File: src/rtl/bchan_pkg.sv
package bchan_pkg;

  typedef enum logic [1:0] {
    LB_OFF      = 2'd0,
    LB_TRANS    = 2'd1,
    LB_NONTRANS = 2'd2
  } lb_mode_e;

  // non-transparent takes priority when both bits of a channel are set
  function automatic lb_mode_e decode_mode(input logic trans, input logic nontrans);
    if (nontrans)   return LB_NONTRANS;
    else if (trans) return LB_TRANS;
    else            return LB_OFF;
  endfunction

endpackage

File: src/rtl/bchan_frame_timer.sv
module bchan_frame_timer #(
  parameter int FRAME_LAST = 16,
  parameter int POS_W      = 5
) (
  input  logic             clk,
  input  logic             arst_n,
  input  logic             bit_en,
  input  logic             fsync,
  output logic [POS_W-1:0] pos,
  output logic [POS_W-1:0] nx_pos
);

  logic [POS_W-1:0] pos_q;
  logic [POS_W-1:0] pos_d;

  // index 0 means idle or sync bit; 1..FRAME_LAST are slot bits
  always_comb begin
    pos_d = pos_q;
    if (bit_en) begin
      if (fsync)
        pos_d = POS_W'(1);
      else if (pos_q != '0 && pos_q < POS_W'(FRAME_LAST))
        pos_d = pos_q + POS_W'(1);
      else
        pos_d = '0;
    end
  end

  always_ff @(posedge clk or negedge arst_n) begin
    if (!arst_n) pos_q <= '0;
    else if (bit_en) pos_q <= pos_d;
  end

  assign pos    = pos_q;
  assign nx_pos = pos_d;

endmodule

File: src/rtl/bchan_ctrl_reg.sv
module bchan_ctrl_reg #(
  parameter int CTRL_W = 4
) (
  input  logic              clk,
  input  logic              arst_n,
  input  logic              we,
  input  logic [CTRL_W-1:0] wdata,
  input  logic              sw_reset,
  input  logic              rtn_normal,
  output logic [CTRL_W-1:0] ctrl
);

  logic [CTRL_W-1:0] ctrl_q;
  logic [CTRL_W-1:0] ctrl_d;
  logic              ctrl_en;

  assign ctrl_en = we | sw_reset | rtn_normal;

  always_comb begin
    if (sw_reset || rtn_normal) ctrl_d = '0;
    else                        ctrl_d = wdata;
  end

  always_ff @(posedge clk or negedge arst_n) begin
    if (!arst_n)      ctrl_q <= '0;
    else if (ctrl_en) ctrl_q <= ctrl_d;
  end

  assign ctrl = ctrl_q;

endmodule

File: src/rtl/bchan_chan_path.sv
module bchan_chan_path
  import bchan_pkg::*;
#(
  parameter int BYTE_W = 8,
  parameter int CH_IDX = 0,
  parameter int POS_W  = 5
) (
  input  logic              clk,
  input  logic              arst_n,
  input  logic              bit_en,
  input  logic              fsync,
  input  logic [POS_W-1:0]  pos,
  input  logic [POS_W-1:0]  nx_pos,
  input  logic              ser_in,
  input  logic              lb_trans,
  input  logic              lb_nontrans,
  input  logic [BYTE_W-1:0] rx_byte,
  output logic [BYTE_W-1:0] tx_byte,
  output logic              tx_valid,
  output logic              out_bit,
  output logic              out_active
);

  localparam int FIRST = CH_IDX * BYTE_W + 1;
  localparam int LAST  = (CH_IDX + 1) * BYTE_W;
  localparam int IW    = (BYTE_W > 1) ? $clog2(BYTE_W) : 1;

  lb_mode_e mode;
  logic     in_cur;
  logic     at_last;
  logic     frame_start;
  logic [BYTE_W-1:0] shift_q, shift_d;
  logic [BYTE_W-1:0] cap_q, cap_d;
  logic [BYTE_W-1:0] obuf_q, obuf_d;
  logic [BYTE_W-1:0] tx_byte_q, tx_byte_d;
  logic              tx_valid_q, tx_valid_d;
  logic [BYTE_W-1:0] full_byte;
  logic [BYTE_W-1:0] out_src;
  logic [IW-1:0]     bidx;

  assign mode        = decode_mode(lb_trans, lb_nontrans);
  assign in_cur      = (pos >= POS_W'(FIRST)) && (pos <= POS_W'(LAST));
  assign at_last     = bit_en && (pos == POS_W'(LAST));
  assign frame_start = bit_en && fsync;
  assign full_byte   = {shift_q[BYTE_W-2:0], ser_in};

  // next-state for capture, loopback store, line byte and output buffer
  always_comb begin
    shift_d    = shift_q;
    cap_d      = cap_q;
    tx_byte_d  = tx_byte_q;
    tx_valid_d = 1'b0;
    obuf_d     = obuf_q;
    if (bit_en && in_cur)
      shift_d = full_byte;
    if (at_last) begin
      cap_d      = full_byte;
      tx_byte_d  = (mode == LB_NONTRANS) ? {BYTE_W{1'b1}} : full_byte;
      tx_valid_d = 1'b1;
    end
    if (frame_start)
      obuf_d = (mode == LB_OFF) ? rx_byte : cap_q;
  end

  always_ff @(posedge clk or negedge arst_n) begin
    if (!arst_n) begin
      shift_q    <= '0;
      cap_q      <= '0;
      tx_byte_q  <= '0;
      tx_valid_q <= 1'b0;
      obuf_q     <= '0;
    end else begin
      tx_valid_q <= tx_valid_d;
      if (bit_en) begin
        shift_q <= shift_d;
        cap_q   <= cap_d;
        obuf_q  <= obuf_d;
      end
      if (at_last) tx_byte_q <= tx_byte_d;
    end
  end

  // bit selection for the next bit period
  assign out_active = (nx_pos >= POS_W'(FIRST)) && (nx_pos <= POS_W'(LAST));
  assign out_src    = frame_start ? obuf_d : obuf_q;
  assign bidx       = IW'(BYTE_W - 1) - IW'(nx_pos - POS_W'(FIRST));
  assign out_bit    = out_src[bidx];

  assign tx_byte  = tx_byte_q;
  assign tx_valid = tx_valid_q;

endmodule

File: src/rtl/bchan_loopback.sv
module bchan_loopback #(
  parameter int BYTE_W = 8,
  parameter int NUM_CH = 2,
  localparam int CTRL_W = 2 * NUM_CH,
  localparam int CH_W   = (NUM_CH > 1) ? $clog2(NUM_CH) : 1
) (
  input  logic                     clk,
  input  logic                     rst_n,
  input  logic                     sw_reset,
  input  logic                     rtn_normal,
  input  logic                     ctrl_we,
  input  logic [CTRL_W-1:0]        ctrl_wdata,
  output logic [CTRL_W-1:0]        ctrl_rdata,
  input  logic                     bit_en,
  input  logic                     fsync,
  input  logic                     ser_in,
  output logic                     ser_out,
  output logic                     ser_oe,
  input  logic [NUM_CH*BYTE_W-1:0] line_rx_data,
  output logic [BYTE_W-1:0]        line_tx_data,
  output logic                     line_tx_valid,
  output logic [CH_W-1:0]          line_tx_chan
);

  localparam int FRAME_LAST = NUM_CH * BYTE_W;
  localparam int POS_W      = $clog2(FRAME_LAST + 1);

  logic rst_meta, rst_sync;
  logic [CTRL_W-1:0] ctrl;
  logic [POS_W-1:0]  pos, nx_pos;
  logic [NUM_CH-1:0] ch_valid, ch_bit, ch_active;
  logic [BYTE_W-1:0] ch_byte [NUM_CH];
  logic ser_out_q, ser_out_d, ser_oe_q, ser_oe_d;

  // asynchronous assert, synchronous release
  always_ff @(posedge clk or negedge rst_n) begin
    if (!rst_n) begin
      rst_meta <= 1'b0;
      rst_sync <= 1'b0;
    end else begin
      rst_meta <= 1'b1;
      rst_sync <= rst_meta;
    end
  end

  bchan_ctrl_reg #(.CTRL_W(CTRL_W)) u_ctrl (
    .clk        (clk),
    .arst_n     (rst_sync),
    .we         (ctrl_we),
    .wdata      (ctrl_wdata),
    .sw_reset   (sw_reset),
    .rtn_normal (rtn_normal),
    .ctrl       (ctrl)
  );

  bchan_frame_timer #(.FRAME_LAST(FRAME_LAST), .POS_W(POS_W)) u_timer (
    .clk    (clk),
    .arst_n (rst_sync),
    .bit_en (bit_en),
    .fsync  (fsync),
    .pos    (pos),
    .nx_pos (nx_pos)
  );

  // channel c: transparent bit at 2*(NUM_CH-1-c)+1, non-transparent just below
  for (genvar c = 0; c < NUM_CH; c++) begin : g_ch
    localparam int NT_BIT = 2 * (NUM_CH - 1 - c);
    localparam int RX_LO  = (NUM_CH - 1 - c) * BYTE_W;
    bchan_chan_path #(.BYTE_W(BYTE_W), .CH_IDX(c), .POS_W(POS_W)) u_path (
      .clk         (clk),
      .arst_n      (rst_sync),
      .bit_en      (bit_en),
      .fsync       (fsync),
      .pos         (pos),
      .nx_pos      (nx_pos),
      .ser_in      (ser_in),
      .lb_trans    (ctrl[NT_BIT+1]),
      .lb_nontrans (ctrl[NT_BIT]),
      .rx_byte     (line_rx_data[RX_LO +: BYTE_W]),
      .tx_byte     (ch_byte[c]),
      .tx_valid    (ch_valid[c]),
      .out_bit     (ch_bit[c]),
      .out_active  (ch_active[c])
    );
  end

  always_comb begin
    ser_out_d = ser_out_q;
    ser_oe_d  = ser_oe_q;
    if (bit_en) begin
      ser_oe_d  = |ch_active;
      ser_out_d = |ch_active ? |(ch_bit & ch_active) : 1'b1;
    end
  end

  always_ff @(posedge clk or negedge rst_sync) begin
    if (!rst_sync) begin
      ser_out_q <= 1'b1;
      ser_oe_q  <= 1'b0;
    end else if (bit_en) begin
      ser_out_q <= ser_out_d;
      ser_oe_q  <= ser_oe_d;
    end
  end

  // slots never overlap, so at most one channel strobes per clock
  always_comb begin
    line_tx_valid = 1'b0;
    line_tx_data  = '0;
    line_tx_chan  = '0;
    for (int c = 0; c < NUM_CH; c++) begin
      if (ch_valid[c]) begin
        line_tx_valid = 1'b1;
        line_tx_data  = ch_byte[c];
        line_tx_chan  = CH_W'(c);
      end
    end
  end

  assign ctrl_rdata = ctrl;
  assign ser_out    = ser_out_q;
  assign ser_oe     = ser_oe_q;

endmodule

File: config.mk
export PLATFORM = sky130hd
export DESIGN_NAME = bchan_loopback
export DESIGN_NICKNAME = d
export VERILOG_FILES = /design/src/rtl/bchan_pkg.sv /design/src/rtl/bchan_frame_timer.sv /design/src/rtl/bchan_ctrl_reg.sv /design/src/rtl/bchan_chan_path.sv /design/src/rtl/bchan_loopback.sv
export SDC_FILE = /design/constraint.sdc
export NUM_CORES = 1
export LEC_CHECK = 0
export ABC_CLOCK_PERIOD_IN_PS = 2650
export CAP_MARGIN = 0
export CORE_UTILIZATION = 30
export DETAILED_ROUTE_END_ITERATION = 6
export GPL_TIMING_DRIVEN = 0
export PLACE_DENSITY = 0.5
export SYNTH_ARGS = -nofsm -noshare
export SYNTH_HDL_FRONTEND = slang
export SYNTH_SLANG_ARGS = --single-unit
File: constraint.sdc
create_clock -name clk -period 2.65 [get_ports clk]
set_clock_uncertainty 0.2 [all_clocks]
set_input_delay 0.3975 -clock clk [delete_from_list [all_inputs] [get_ports clk]]
set_output_delay 0.3975 -clock clk [all_outputs]
set_load 0.05 [all_outputs]
==> impl_results.md <==
* CTS sink count at slightly below 80
* Wire per inst at roughly 16 um
* Worst-Margin Slew at 0.585 ns
* Post-synth EDFFs at 0
* Slowest stage delay, CP at ~0.5 ns
* Vias per cell at ~4.7
* Total wire length at about 8500 um
* Post-synthesis instance total at 324
* Sequential element share of the synthesized area at 52.9%
* Initial drt markers at 74
* Syn. warnings at 0
* Crit path max-delay cell type: clkdlybuf4s50_1
* Synth area leader: dfrtp_1
* Initial antenna violation count at 0
* Crit Path Max Fanout at 10
* Final WS setup at -0.0988 ns
* Largest family of logic cells by synthesized area: multiplexers
* I/O pins at 44
* GRT Util Overall at 14.9%
* First-pass GRT wire length at approximately 14000 um
* Max VDD drop at between 0.3 and 0.4 mV
* Synth Area in Simple Gates at between 10% and 20%
* Gpl congestion at roughly 0.8
* Critical Path AT at approximately 2.8 ns
* Top cells by area, synth: dfrtp_1, mux2_2, mux2i_1
* Post-Synth XOR/XNOR Area at less than 1%
* CTS max path bufs at 2
* Crit Path Category: in -> reg
* Post-synthesis net count at roughly 360
* Layout cells sized above 1 at between 20% and 30%
* Synth Register Bits at 77
* CTS Hold Bufs at 0
* Synthesis-to-finish area growth at 33.1%
* CP startpoint kind: input port
* Root Driver: clkbuf_16
* Top-area cell type share of the netlist area at 52.2%
* Tmin final at between 2 and 3 ns
* Tightest Hold Check Type: in -> async
* CP Cell Sequence: clkdlybuf4s50_1 > inv_1 > buf_4 > a211o_1 > buf_6 > inv_6 > ha_4 > xnor2_4 > buf_4 > o31ai_1 > a222oi_1 > nand3_1
* DIE AREA at around 13000 um^2
* Chip width at around 110 um
* Crit end category: flip-flop
* Port bufs at 42
* Post-synth top cells: dfrtp_1, nor2_1, a21oi_1
* Asr flop ratio synth at between 90% and 100%
* Final cycle utilization of the critical path at 104%
* Cell mode on critical path: buf_4
* Synthesized area at about 3600 um^2
* Hold_ws at about 0.022 ns
* Mux contribution to synthesized area at approximately 17%
* CTS buffer count at 9
* Failing checks: design-rule violations, negative setup slack
* Count of cell types in the netlist at 45
* CTS tree: done
* Final #Nets at around 430
* Main synth FF type: dfrtp_1
* DR vias at 2571
* Post-DRT Antenna Nets at 0
* Worst slew margin at 61.0%
* F_max at ~360 MHz
* H-tree levels at 3
* DRC viols at 5
* Vias in the first global route at 2832
* Latest clock arrival within the worst-skew pair at roughly 0.33 ns
* Largest net degree at the start of global routing at between 50 and 60
* Status: complete, but fails checks
* Crit-path leading delay family: buffers and inverters
* Final max-slew violation count at 0
* Most common cell in the netlist: dfrtp_1
* Post-DP HPWL at 5880 um
* PD cells at 933 nW/um^2
* Leak pwr at 2.29 nW
* Initial Util at about a third
* Avg Cell Area, Syn at 11.2 um^2
* CP Buf/Inv Count at 6
* Row count at 39
* Worst Path Required at 2.72 ns
* Clock Pin Slew Worst Setup and Hold Paths at about 0.06 ns
* # setup viols final at 1
* Compound-Gate Fraction of Synth Area at a little over a tenth
* Die Ht at ~110 um
* Count of max-cap constraint violations at 0
* Post-Synth Adder-Cell Area at under 10%
* DP Worst Slack at -0.711 ns
* Antenna Cells at 0
* Total gr overflow at 0
* Hold violation count in the final report at 0
* RSZ-0062 raised after global routing: yes
* Core ar. at ~12000 um^2
* First drt pass iteration count at 7
[through the flow]
step / utilization, % / instances / area [um^2] / setup TNS (ns) / power [mW]
detailed placement: 37.0 / 510 / 4300 / -3.84 / 3.01
global placement: 36.8 / 509 / 4270 / -66.50 / 2.97
floorplan: - / 324 / 3670 / -0.0518 / 2.65
global route: 41.7 / 544 / 4850 / -0.286 / 4.81
finish: 41.7 / 544 / 4850 / -0.0988 / 4.53
CTS: 41.7 / 547 / 4840 / -0.0974 / 4.54
[logic make-up (layout without fill, tap and decap cells)]
kind of cell	Yosys count	after routing
AO/OA/AOI/OAI	57	57
XOR/XNOR	1	1
adder cells (fa/ha/maj)	5	5
buffers and inverters	32	109
flip-flops	77	77
multiplexers	59	59
other	1	1
AND/OR/NAND/NOR	92	92
[layer usage]
metal  track usage (%)  wire length, um  up-vias
met4              6.31              153        0
met5                 0                0        -
met2              23.3             3960       51
met1              20.4             4100     1230
li1                  -                -     1277
met3              2.54              304       13
[power breakdown]
| part | leakage (nW) | switching, mW | internal [mW] | total (mW) |
|---|---|---|---|---|
| registers | 0.964 | 0.228 | 1.49 | 1.71 |
| logic | 1.18 | 0.748 | 0.802 | 1.55 |
| clock network | 0.150 | 0.516 | 0.746 | 1.26 |
| total | 2.29 | 1.49 | 3.03 | 4.53 |
[area by class of cell]
class	count	area (um^2)
tap	143	179
clock inverter	7	82.6
timing repair buffer	63	618
sequential	77	1930
buffer	21	120
fill	1088	6770
multi-input combinational	215	1650
inverter	9	38.8
clock buffer	9	225
[final timing paths]
kind	from	endpoint	slack, ns	cells after the start
max in group asynchronous	rst_sync	g_ch[1].u_path.cap_q[3]	1.65	1
hold reg to reg	rst_sync	u_timer.pos[4]	0.03	0
hold / removal	rst_n	rst_meta	0.02	1
setup reg to reg	u_timer.pos[0]	ser_out	-0.09	13
min in group clk	rst_meta	rst_sync	0.15	0
setup / recovery	bit_en	ser_out	-0.1	12
[repair_timing]
action | CTS | global route
setup buffers | 22 | 1
endpoints found under the setup margin | 15 | 11
pin swaps | 9 | 6
gates resized for setup | 23 | 11
[cells in the final DEF (no fill, tap or decap), types with 6 or more instances in the layout]
master,Yosys,layout
clkbuf_1,14,10
mux2_2,31,31
dfrtp_1,76,74
mux2i_1,27,27
buf_4,4,22
clkdlybuf4s50_1,0,33
a22o_1,7,7
nand2_1,6,6
dlygate4sd2_1,0,7
a21oi_1,33,33
nor3_1,6,6
clkbuf_16,0,9
nand3_1,7,7
nor2_1,52,50
[worst register-to-register path, cell delays in order, from the launching register on]
cell and delay (ns):
dfrtp_2 0.41, inv_2 0.07, ha_4 0.12, nor3b_4 0.24, nor4_4 0.06, a211o_1 0.24
buf_6 0.15, inv_6 0.07, ha_4 0.15, xnor2_4 0.10, buf_4 0.17, o31ai_1 0.42
a222oi_1 0.17, nand3_1 0.10
No activity file was read; power rests on OpenSTA's default activity.
